## src/rtl/can_err_pkg.sv

```systemverilog
package can_err_pkg;

  localparam int FLAG_W      = 8;
  localparam int CODE_W      = 7;
  localparam int STATE_EVT_W = FLAG_W - 3;
  localparam int ADDR_W      = 3;
  localparam int SUM_BIT     = 5;

  localparam int FLAG_BUS_ERR = 0;
  localparam int FLAG_WARN    = 1;
  localparam int FLAG_PASS    = 2;
  localparam int FLAG_STATE_LO = 3;

  localparam logic [ADDR_W-1:0] ADDR_FLAG = 3'd0;
  localparam logic [ADDR_W-1:0] ADDR_EN   = 3'd1;
  localparam logic [ADDR_W-1:0] ADDR_CODE = 3'd2;
  localparam logic [ADDR_W-1:0] ADDR_STAT = 3'd3;
  localparam logic [ADDR_W-1:0] ADDR_IEN  = 3'd4;

  typedef struct packed {
    logic wrFlag;
    logic wrEnable;
    logic wrCode;
    logic wrIen;
  } regStrobe_t;

endpackage

```

## src/rtl/can_err_ctrl.sv

```systemverilog
module can_err_ctrl
  import can_err_pkg::*;
(
  input  logic              wrEn,
  input  logic [ADDR_W-1:0] addr,
  output regStrobe_t        strb
);

  always_comb begin
    strb = '0;
    if (wrEn) begin
      unique case (addr)
        ADDR_FLAG: strb.wrFlag   = 1'b1;
        ADDR_EN:   strb.wrEnable = 1'b1;
        ADDR_CODE: strb.wrCode   = 1'b1;
        ADDR_IEN:  strb.wrIen    = 1'b1;
        default:   strb          = '0;
      endcase
    end
  end

endmodule

```

## src/rtl/can_err_thresh.sv

```systemverilog
module can_err_thresh #(
  parameter int CNT_W      = 8,
  parameter int WARN_LIMIT = 96,
  parameter int PASS_LIMIT = 127,
  parameter int N_CNT      = 2
) (
  input  logic                       clk,
  input  logic                       rstN,
  input  logic [N_CNT-1:0][CNT_W-1:0] cnt,
  output logic                       warnLvl,
  output logic                       passLvl,
  output logic                       warnRise,
  output logic                       passRise
);

  localparam logic [CNT_W-1:0] WARN_C = CNT_W'(WARN_LIMIT);
  localparam logic [CNT_W-1:0] PASS_C = CNT_W'(PASS_LIMIT);

  logic [N_CNT-1:0] overWarn;
  logic [N_CNT-1:0] overPass;
  logic             warnQ;
  logic             passQ;

  for (genvar gi = 0; gi < N_CNT; gi++) begin : gCmp
    assign overWarn[gi] = cnt[gi] > WARN_C;
    assign overPass[gi] = cnt[gi] > PASS_C;
  end

  assign warnLvl = |overWarn;
  assign passLvl = |overPass;

  always_ff @(posedge clk) begin
    if (!rstN) begin
      warnQ <= 1'b0;
      passQ <= 1'b0;
    end else begin
      warnQ <= warnLvl;
      passQ <= passLvl;
    end
  end

  assign warnRise = warnLvl & ~warnQ;
  assign passRise = passLvl & ~passQ;

endmodule

```

## src/rtl/can_err_dp.sv

```systemverilog
module can_err_dp
  import can_err_pkg::*;
(
  input  logic                   clk,
  input  logic                   rstN,
  input  regStrobe_t             strb,
  input  logic [7:0]             wrData,
  input  logic [STATE_EVT_W-1:0] stateEvt,
  input  logic [CODE_W-1:0]      codeEvt,
  input  logic                   warnRise,
  input  logic                   passRise,
  output logic [FLAG_W-1:0]      flagQ,
  output logic [FLAG_W-1:0]      enQ,
  output logic [CODE_W:0]        codeQ,
  output logic                   ieQ,
  output logic                   errSum
);

  logic [FLAG_W-1:0] setVec;
  logic [FLAG_W-1:0] flagKeep;
  logic [FLAG_W-1:0] flagNext;
  logic [CODE_W-1:0] codeKeep;
  logic [CODE_W-1:0] codeBits;
  logic [CODE_W-1:0] codeNext;
  logic              modeQ;
  logic              anyCode;

  assign anyCode = |codeEvt;

  always_comb begin
    setVec = '0;
    setVec[FLAG_W-1:FLAG_STATE_LO] = stateEvt;
    setVec[FLAG_PASS]    = passRise;
    setVec[FLAG_WARN]    = warnRise;
    setVec[FLAG_BUS_ERR] = anyCode;
  end

  // per-bit flag cells: a set always beats a zero-write clear
  for (genvar gi = 0; gi < FLAG_W; gi++) begin : gFlag
    assign flagKeep[gi] = ~(strb.wrFlag & ~wrData[gi]);
    assign flagNext[gi] = setVec[gi] | (flagQ[gi] & flagKeep[gi]);
  end

  // code bits: accumulate or show latest, depending on mode
  for (genvar gc = 0; gc < CODE_W; gc++) begin : gCode
    assign codeKeep[gc] = ~(strb.wrCode & ~wrData[gc]);
  end

  always_comb begin
    if (modeQ) begin
      codeNext = (codeBits & codeKeep) | codeEvt;
    end else if (anyCode) begin
      codeNext = codeEvt;
    end else begin
      codeNext = codeBits & codeKeep;
    end
  end

  always_ff @(posedge clk) begin
    if (!rstN) begin
      flagQ    <= '0;
      enQ      <= '0;
      codeBits <= '0;
      modeQ    <= 1'b0;
      ieQ      <= 1'b0;
    end else begin
      flagQ    <= flagNext;
      codeBits <= codeNext;
      if (strb.wrEnable) begin
        enQ <= wrData;
      end
      if (strb.wrCode) begin
        modeQ <= wrData[CODE_W];
      end
      if (strb.wrIen) begin
        ieQ <= wrData[SUM_BIT];
      end
    end
  end

  assign codeQ  = {modeQ, codeBits};
  assign errSum = |(flagQ & enQ);

endmodule

```

## src/rtl/can_err_bank.sv

```systemverilog
module can_err_bank
  import can_err_pkg::*;
#(
  parameter int CNT_W      = 8,
  parameter int WARN_LIMIT = 96,
  parameter int PASS_LIMIT = 127
) (
  input  logic                   clk,
  input  logic                   rstN,
  input  logic                   wrEn,
  input  logic [ADDR_W-1:0]      addr,
  input  logic [7:0]             wrData,
  output logic [7:0]             rdData,
  input  logic [STATE_EVT_W-1:0] stateEvt,
  input  logic [CODE_W-1:0]      codeEvt,
  input  logic [CNT_W-1:0]       txErrCnt,
  input  logic [CNT_W-1:0]       rxErrCnt,
  output logic                   warnActive,
  output logic                   passActive,
  output logic                   errIrq
);

  regStrobe_t          strb;
  logic [FLAG_W-1:0]   flagReg;
  logic [FLAG_W-1:0]   enReg;
  logic [CODE_W:0]     codeReg;
  logic                ieReg;
  logic                errSum;
  logic                warnRise;
  logic                passRise;
  logic [1:0][CNT_W-1:0] cntVec;

  assign cntVec = {rxErrCnt, txErrCnt};

  can_err_ctrl u_ctrl (
    .wrEn (wrEn),
    .addr (addr),
    .strb (strb)
  );

  can_err_thresh #(
    .CNT_W      (CNT_W),
    .WARN_LIMIT (WARN_LIMIT),
    .PASS_LIMIT (PASS_LIMIT),
    .N_CNT      (2)
  ) u_thresh (
    .clk      (clk),
    .rstN     (rstN),
    .cnt      (cntVec),
    .warnLvl  (warnActive),
    .passLvl  (passActive),
    .warnRise (warnRise),
    .passRise (passRise)
  );

  can_err_dp u_dp (
    .clk      (clk),
    .rstN     (rstN),
    .strb     (strb),
    .wrData   (wrData),
    .stateEvt (stateEvt),
    .codeEvt  (codeEvt),
    .warnRise (warnRise),
    .passRise (passRise),
    .flagQ    (flagReg),
    .enQ      (enReg),
    .codeQ    (codeReg),
    .ieQ      (ieReg),
    .errSum   (errSum)
  );

  always_comb begin
    rdData = '0;
    unique case (addr)
      ADDR_FLAG: rdData = flagReg;
      ADDR_EN:   rdData = enReg;
      ADDR_CODE: rdData = codeReg;
      ADDR_STAT: rdData[SUM_BIT] = errSum;
      ADDR_IEN:  rdData[SUM_BIT] = ieReg;
      default:   rdData = '0;
    endcase
  end

  assign errIrq = errSum & ieReg;

endmodule

```

## config.mk

```make
export PLATFORM = sky130hd
export DESIGN_NAME = can_err_bank
export DESIGN_NICKNAME = d
export VERILOG_FILES = /design/src/rtl/can_err_pkg.sv /design/src/rtl/can_err_ctrl.sv /design/src/rtl/can_err_thresh.sv /design/src/rtl/can_err_dp.sv /design/src/rtl/can_err_bank.sv
export SDC_FILE = /design/constraint.sdc
export NUM_CORES = 1
export LEC_CHECK = 0
export BUFFER_PORTS_ARGS = -buffer_cell sky130_fd_sc_hd__buf_2
export CAP_MARGIN = 5
export CORE_UTILIZATION = 48
export CTS_CLUSTER_DIAMETER = 200
export DETAILED_ROUTE_END_ITERATION = 16
export PLACE_DENSITY = 0.87
export SYNTH_ARGS = -nofsm -noshare
export SYNTH_HDL_FRONTEND = slang
export SYNTH_SLANG_ARGS = --single-unit
export TNS_END_PERCENT = 5
```

## constraint.sdc

```tcl
create_clock -name clk -period 1.37 [get_ports clk]
set_input_delay 0.0685 -clock clk [delete_from_list [all_inputs] [get_ports clk]]
set_output_delay 0.0685 -clock clk [all_outputs]
set_load 0.1 [all_outputs]
```

# --- Yosys cells after proc, flatten, opt, wreduce, memory -nomap -nowiden ---
# Index checks and enable logic that the tools add are counted.
op_classes:
  eq_ne: 4
  muxes: 10
  bitwise: 62
  order_cmp: 4
  n_reduce_logical: 5
op_table:
  columns: ["op", "count"]
  rows:
  - ["$gt 8x7->1 const B", 4]
  - ["$and 1x1->1", 26]
  - ["$not 1->1", 25]
  - ["$pmux 5 s3", 1]
  - ["$mux 7", 2]
  - ["$and 8x8->8", 1]
  - ["$or 1x1->1", 8]
  - ["$reduce_or 8->1", 1]
  - ["$and 7x7->7", 1]
  - ["$or 7x7->7", 1]
  - ["$reduce_or 7->1", 1]
  - ["$eq 3x2->1 const B", 2]
  - ["$pmux 2 s3", 1]
  - ["$pmux 1 s5", 1]
  - ["$mux 1", 4]
  - ["$mux 4", 1]
  - ["$reduce_or 2->1", 2]
  - ["$eq 3x1->1 const B", 1]
  - ["$eq 3x3->1 const B", 1]
  - ["$logic_not 3->1", 1]
totals:
  ff_bits: 27
  output_inout_bits: 11

# --- Longest topological paths before layout ---
# Gate-level depths: netlist (run 1).
depth:
  depth_word: 8
  mapped_depth: 5
  mapped_depth_nobuf: 4

# --- Modules after synthesis ---
# From an unflattened synthesis (run 1), not the netlist that was laid out.
unflattened:
  hier_cells: 172
  area_unflattened_um2: 1482.7
modules_own_cells:
  columns: ["mod", "cells_each", "area_per_inst_um2", "seq_area_each_um2", "instances"]
  rows:
  - ["can_err_dp", 110, 1011.0, 500.5, 1]
  - ["can_err_bank", 40, 262.8, 0.0, 1]
  - ["can_err_thresh", 18, 156.4, 40.0, 1]
  - ["can_err_ctrl", 4, 52.6, 0.0, 1]

# --- Worst setup path after synthesis (run 1) ---
# No wires, ideal clock.
synth_timing:
  path_kind: "register to output"
  from: "register u_dp.flagQ[3]"
  to: "output rdData[5]"
  t_required_ns: 1.302
  arrival_time_ns: 2.706
  stages_incl_launch_ff: 5
  setup_slack_ns: -1.404
  cell_sequence: "dfxtp_1 -> a22oi_1 -> nand4_1 -> a31oi_1 -> o21ai_0"
synth_between:
  elab_chain_len: 3
synth_lines:
  columns: ["item", "line", "text"]
  rows:
  - ["start: declaration", "can_err_dp.sv:12", "output logic [FLAG_W-1:0] flagQ,"]
  - ["start signal: assignment", "can_err_dp.sv:67", "flagQ <= flagNext;"]
  - ["$and 8x8->8", "can_err_dp.sv:82", "assign errSum = |(flagQ & enQ);"]
  - ["$reduce_or 8->1", "can_err_dp.sv:82", null]
  - ["$pmux 1 s5", "can_err_bank.sv:74", "unique case (addr)"]
  - ["end: declaration", "can_err_bank.sv:13", "output logic [7:0] rdData,"]
# No other way between the ends.

# --- Worst setup path in the final report (run 1) ---
layout_timing:
  from: "register u_dp.enQ[3]"
  to: "output rdData[5]"
layout_between:
  elab_chain_len: 3
layout_lines:
  columns: ["item", "line", "text"]
  rows:
  - ["start: declaration", "can_err_dp.sv:13", "output logic [FLAG_W-1:0] enQ,"]
  - ["start signal: assignment", "can_err_dp.sv:70", "enQ <= wrData;"]
  - ["$and 8x8->8", "can_err_dp.sv:82", null]
  - ["$reduce_or 8->1", "can_err_dp.sv:82", null]
  - ["$pmux 1 s5", "can_err_bank.sv:74", null]
# No other way between the ends.

==> qor.yml, run 1 <==
run_status:
  status: "finished with violations"
  violations: "setup timing"
worst_setup_path:
  reg2regPathDepth: 4
  crit_type: "register to output port"
  cp.required_ns: 1.30
  arrival_ns: 1.54
  critPathLaunchType: "register"
  r2r_setup_slack_ns: 0.37
  worstReg2RegEnd: "u_dp.codeBits[1]"
  cp_max_fo: 2
  reg2reg_from: "u_dp.modeQ"
  critPathCaptureType: "output port"
  crit_start: "u_dp.enQ[3]"
sta:
  rsz0062_at_grt: "true"
  finalCriticalPeriod_ns: 1.612
  slew_viol_final: 0
  finalHoldViolations: 0
  setup_viol_count_final: 5
  slew_headroom_pct: 67.97
  whs_ns: 0.008264
  worst_pin_slew_ns: 0.4837
  fin_tns_setup_ns: -0.6377
  skew_ns: 0.0006322
  setup_ws_ns: -0.2416
  max_clock_freq_ghz: 0.6205
  period_share_pct: 117.6
floorplan:
  dieHeight_um: 55.35
  die_x_um: 55.35
  boundaryPins: 53
  start_util_pct: 52.75
  num_rows: 18
  dieArea_um2: 3064
  core-area_um2: 2590
power_and_ir_drop:
  pwr_density_cell_nw_per_um2: 808.6
  p_total_mw: 1.642
  p_leak_nw: 0.8127
  vdd_ir_drop_max_v: 0.0008285
route:
  drc: 0
  first_pass_iters: 4
  ant_nets: 0
  viasPerCell: 5.709
  wl_um: 4039
  route.vias.total: 1433
  wire_per_inst_um: 16.09
  drt-initial-drc-count: 70
logic_synthesis:
  synth_edf_count: 0
  syn_area_um2: 1366
  ys_async_sr_fraction_pct: 0
  ys_ff_latch: 27
  synth_nets: 199
  seq_area_frac_synth_pct: 39.56
  yosys_warnings: 0
  yosysTopAreaCell: "dfxtp_1"
  yosys-top-cells-area: "dfxtp_1, mux2i_1, o21a_1, nor2_1, nor2b_1"
  synth.avg_cell_area_um2: 8.703
  yosys.area.top_type_share_pct: 39.56
  synthFlopType: "dfxtp_1"
  ys_types: 30
  syn_inst: 157
clock_network:
  cts_tree: "done"
  htree_levels: 1
  cts_buffers: 3
  clock_sinks: 27
  clk_latency_ns: 0.32
  cts_max_path_buffers: 2
  root_buffer: "clkbuf_4"
  cts.clk_slew.worst_paths_ns: 0.14
final_layout:
  n_fill_cell: 175
  area_growth_syn_to_layout_pct: 48.63
  final_cell_mix: "buf_2, nor2_1, mux2i_1, o21a_1, dfxtp_2"
  num_antenna_cells: 0
  layout-drive-gt1-share_pct: 44.34
  layout_commonest_cell: "buf_2"
  finalNonFillerCells: 251
  layout.nets: 264
  design_area_um2: 2031
  fin_util_pct: 78.41
global_route:
  grt_start_max_net_pins: 29
  overflow: 0
  grt_pass1_vias: 1410
  antenna_found_initial: 0
  grt_pass1_wl_um: 6354
  grtUsageTotal_pct: 26.17
place:
  gp_congestion: 0.8408
  port_buffers: 52
  pre_cts_ws_ns: -0.07907
  placed_cell_area_um2: 1836
  hpwlAfterDp_um: 2853
  dp.cells: 235
min_path:
  worstHoldPathCells: 2
  hold_path_end: "u_dp.codeBits[0]"
  hold_class: "input port to register"
  min_from: "codeEvt[0]"
run:
  cap_violations: 0
[synthesized netlist by cell type (2+ instances only)]
master,n
a21boi_0,2
a31oi_1,3
nor3_1,2
dfxtp_1,27
a22oi_1,4
mux2i_1,18
o21ai_0,11
nor2_1,25
nor2b_1,13
inv_1,3
a21oi_1,7
buf_2,2
clkbuf_1,7
o21a_1,17
[worst max-delay path by stage]
| stage | to | depth (start not counted) | slack (ns) |
|---|---|---|---|
| final | rdData[5] | 5 | -0.24 |
| after global routing | rdData[5] | 5 | -0.30 |
| after CTS | rdData[5] | 5 | -0.23 |
| after detailed placement | u_dp.codeBits[1] | 5 | -0.08 |
| after global placement | u_dp.codeBits[6] | 5 | -0.008 |
| after floorplan | rdData[2] | 4 | -0.01 |
[layer usage]
layer	track usage, %	wire length, um	up-vias
met2	47.85	2134	65
li1	-	-	688
met3	2.810	209	15
met5	0	0	-
met1	29.93	1552	665
met4	12.86	143	0
[final cells by class]
class / instances / area (um2) / area share [%]
Tap cell: 30 / 37.54 / 1.848
Timing Repair Buffer: 69 / 545.5 / 26.86
Inverter: 3 / 11.26 / 0.5545
Sequential cell: 27 / 558.0 / 27.48
Multi-Input combinational cell: 118 / 850.8 / 41.90
Clock inverter: 1 / 5.005 / 0.2465
Clock buffer: 3 / 22.52 / 1.109
[state kept, by name, summed over array words and instances (netlist names)]
| signal | cells |
|---|---|
| u_dp.codeBits | 7 |
| u_dp.enQ | 8 |
| u_dp.flagQ | 8 |
| u_dp.ieQ | 1 |
| u_dp.modeQ | 1 |
| u_thresh.passQ | 1 |
| u_thresh.warnQ | 1 |
[timing repair]
action                                  in CTS  in global routing
pin swaps                                    3                  0
hold buffers                                 8                  1
endpoints found under the setup margin       4                  9
hold endpoints to repair                     8                  1
buffers inserted                             3                  0
gates resized for setup                     14                  8
[report_power, final]
group | leakage (nW) | internal (mW) | switching (mW)
combinational | 0.568 | 0.192 | 0.248
sequential | 0.227 | 0.830 | 0.0285
clock | 0.0177 | 0.109 | 0.234
total | 0.813 | 1.13 | 0.510
[critical path, stage by stage (launching register included)]
cell and delay, ns:
dfxtp_2 0.35, a22oi_2 0.21, nand4_1 0.15, a31oi_2 0.26, o21ai_4 0.08, buf_12 0.17
[kinds of logic (layout without fill, tap and decap cells)]
kind of cell | after synthesis | count (layout) | share of synthesized area [%]
buffers and inverters | 12 | 76 | 3.480
DFF | 27 | 27 | 39.56
AOI/OAI and AO/OA | 48 | 48 | 23.90
and+or+nand+nor | 52 | 52 | 19.87
muxes | 18 | 18 | 13.19
(Power assumes the default switching activity.)
==> run 2: changes to the inputs <==
--- a/config.mk
+++ b/config.mk
@@ -5,12 +5,13 @@
 export SDC_FILE = /design/constraint.sdc
 export NUM_CORES = 1
 export LEC_CHECK = 0
+export ABC_AREA = 1
 export BUFFER_PORTS_ARGS = -buffer_cell sky130_fd_sc_hd__buf_2
 export CAP_MARGIN = 5
 export CORE_UTILIZATION = 48
 export CTS_CLUSTER_DIAMETER = 200
 export DETAILED_ROUTE_END_ITERATION = 16
-export PLACE_DENSITY = 0.87
+export PLACE_DENSITY = 0.86
 export SYNTH_ARGS = -nofsm -noshare
 export SYNTH_HDL_FRONTEND = slang
 export SYNTH_SLANG_ARGS = --single-unit
==> run 2 against run 1 <==
  * The run still ends with setup timing left
  * Die area grew 3.2%
  * Critical path depth grew 1
  * Design area is 5.1% higher
  * Final cell count grew 29%
  * Sequential power is 0.6% higher
  * Register-to-register slack improved by 0.11 ns
  * Global-route usage fell by 0.82 points
  * Non-clock buffer count grew 7
  * Routed wire length down 4.0%
  * Via count rose by 15%
  * Fmax rose by 10%
  * Clock skew hardly changed
==> qor.yml, run 2 <==
route:
  wire_per_inst_um: 11.97
  wl_um: 3878
  drt-initial-drc-count: 60
  route.vias.total: 1649
  drc: 0
  viasPerCell: 5.090
  ant_nets: 0
  first_pass_iters: 4
logic_synthesis:
  ys_async_sr_fraction_pct: 0
  synth_top_family_by_area: "simple AND/OR/NAND/NOR gates"
  synth_nets: 259
  synth_most_common_cell: "nand2_1"
  syn_area_um2: 1411
  synth_edf_count: 0
  ys_types: 24
  seq_area_frac_synth_pct: 38.30
  synth_compound_area_share_pct: 17.20
  yosys.area.top_type_share_pct: 38.30
  synth.avg_cell_area_um2: 6.504
  syn_inst: 217
  synth_mux_area_share_pct: 0
  synthFlopType: "dfxtp_1"
  synth_common_cells: "nand2_1, inv_1, dfxtp_1"
  synth_fa_ha_area_share_pct: 0
  yosys_warnings: 0
  yosysTopAreaCell: "dfxtp_1"
  synth_xor_area_share_pct: 0
  ys_ff_latch: 27
  synth-simple-area-share_pct: 33.33
  yosys-top-cells-area: "dfxtp_1, nand2_1, inv_1, a21oi_1, nand3_1"
place:
  pre_cts_ws_ns: 0.1686
  gp_congestion: 0.8738
  hpwlAfterDp_um: 2710
  port_buffers: 52
run:
  cap_violations: 0
sta:
  worst_pin_slew_ns: 0.5410
  finalCriticalPeriod_ns: 1.461
  whs_ns: 0.007720
  max_clock_freq_ghz: 0.6845
  setup_ws_ns: -0.09091
  rsz0062_at_grt: "true"
  slew_viol_final: 0
  setup_viol_count_final: 2
  skew_ns: 0.0007626
  period_share_pct: 106.6
  finalHoldViolations: 0
  slew_headroom_pct: 63.89
clock_network:
  clk_latency_ns: 0.32
  cts.clk_slew.worst_paths_ns: 0.15
  cts_tree: "done"
  cts_buffers: 3
  root_buffer: "clkbuf_4"
  clock_sinks: 27
  cts_max_path_buffers: 2
  htree_levels: 1
floorplan:
  dieArea_um2: 3161
  core-area_um2: 2781
  start_util_pct: 50.74
  dieHeight_um: 56.23
  die_x_um: 56.23
  boundaryPins: 53
  num_rows: 19
worst_setup_path:
  arrival_ns: 1.39
  critPathCaptureType: "output port"
  cp_max_fo: 3
  crit_type: "register to output port"
  critPathLaunchType: "register"
  cp.required_ns: 1.30
final_layout:
  final_cell_mix: "nand2_1, buf_2, inv_1"
  layout-drive-gt1-share_pct: 35.49
  area_growth_syn_to_layout_pct: 51.15
  layout.nets: 336
  num_antenna_cells: 0
  largest_registers: "u_dp.enQ: 8 flops, u_dp.flagQ: 8 flops, u_dp.codeBits: 7 flops"
  fin_util_pct: 76.70
  layout_commonest_cell: "nand2_1"
global_route:
  grt_util_met2_pct: 46.94
  overflow: 0
  met1_usage_pct: 28.28
  use_met3_pct: 3.256
  grt_start_max_net_pins: 17
  globalRoute.busiestLayer: "met2"
  antenna_found_initial: 0
  grt_pass1_vias: 1620
  grtUsageTotal_pct: 25.35
  grt_pass1_wl_um: 6382
power_and_ir_drop:
  p_leak_nw: 1.042
  vdd_ir_drop_max_v: 0.0007360
  pwr_density_cell_nw_per_um2: 780.3
run_status:
  violations: "setup timing"
  status: "finished with violations"
min_path:
  hold_class: "input port to register"
[run 2: cell count changes after synthesis, sizes merged, moves of 6 or more]
cell    previous run  this run
a21oi              7        23
inv                3        33
nand2              1        62
o21a              17         0
mux2i             18         0
nor2b             13         0
nand3              1        18
o21ai             11        18
clkbuf             7         1
[run 2: worst paths after layout]
path | start | cells past startpoint | slack (ns) | end
worst max register to register | u_dp.modeQ | 4 | 0.48 | u_dp.codeBits[3]
worst max-delay path | u_dp.enQ[2] | 6 | -0.09 | errIrq
worst min register to register | u_dp.codeBits[1] | 2 | 0.50 | u_dp.codeBits[1]
worst min-delay path | wrData[1] | 3 | 0.008 | u_dp.enQ[1]
[run 2: area by class of cell]
cell class	count	area, um2
well taps	31	38.79
multi-input cells	152	760.7
repair buffers	76	618.1
flip-flops and latches	27	559.3
fillers	203	648.1
clock buffers	3	22.52
inverters	34	128.9
clock inverters	1	5.005
[run 2: per-layer routing]
| metal | vias to the layer above | share of wire [%] |
|---|---|---|
| li1 | 838 | - |
| met1 | 753 | 39 |
| met2 | 50 | 54 |
| met3 | 8 | 5.4 |
| met4 | 0 | 1.5 |
| met5 | - | 0 |
[run 2: metrics by stage]
| stage | cell area (um2) | cells | TNS, ns | power (mW) |
|---|---|---|---|---|
| 2_1_floorplan | 1430 | 217 | -0.8539 | 1.109 |
| 3_3_place_gp | 1841 | 298 | 0 | 1.256 |
| 3_5_place_dp | 1841 | 298 | 0 | 1.265 |
| 4_1_cts | 2053 | 319 | -0.1676 | 1.642 |
| 5_1_grt | 2133 | 324 | -0.3687 | 1.748 |
| 6_report | 2133 | 324 | -0.1747 | 1.665 |
[run 2: timing repair]
item                                    in CTS  in global routing
hold buffers                                16                  0
endpoints found under the setup margin       2                 10
pin swaps                                    4                  7
hold endpoints to repair                    15                  0
gates resized for setup                     12                 17
buffers inserted                             1                  5
[run 2: kinds of logic (layout without fill, tap and decap cells)]
kind of cell / after synthesis / count (layout)
AOI/OAI and AO/OA: 44 / 44
buffers and inverters: 38 / 114
DFF: 27 / 27
and+or+nand+nor: 108 / 108
[run 2: power by group]
part / switching [mW] / total, mW / internal (mW)
Sequential: 0.0292 / 0.864 / 0.835
Clock: 0.236 / 0.345 / 0.109
Combinational: 0.267 / 0.456 / 0.189
[run 2: worst max-delay path, stage by stage, from the launching register on]
cell      delay (ns)
dfxtp_2         0.38
nand2_2         0.06
nand2_2         0.10
nor2_4          0.04
buf_4           0.12
a21boi_2        0.16
buf_12          0.19
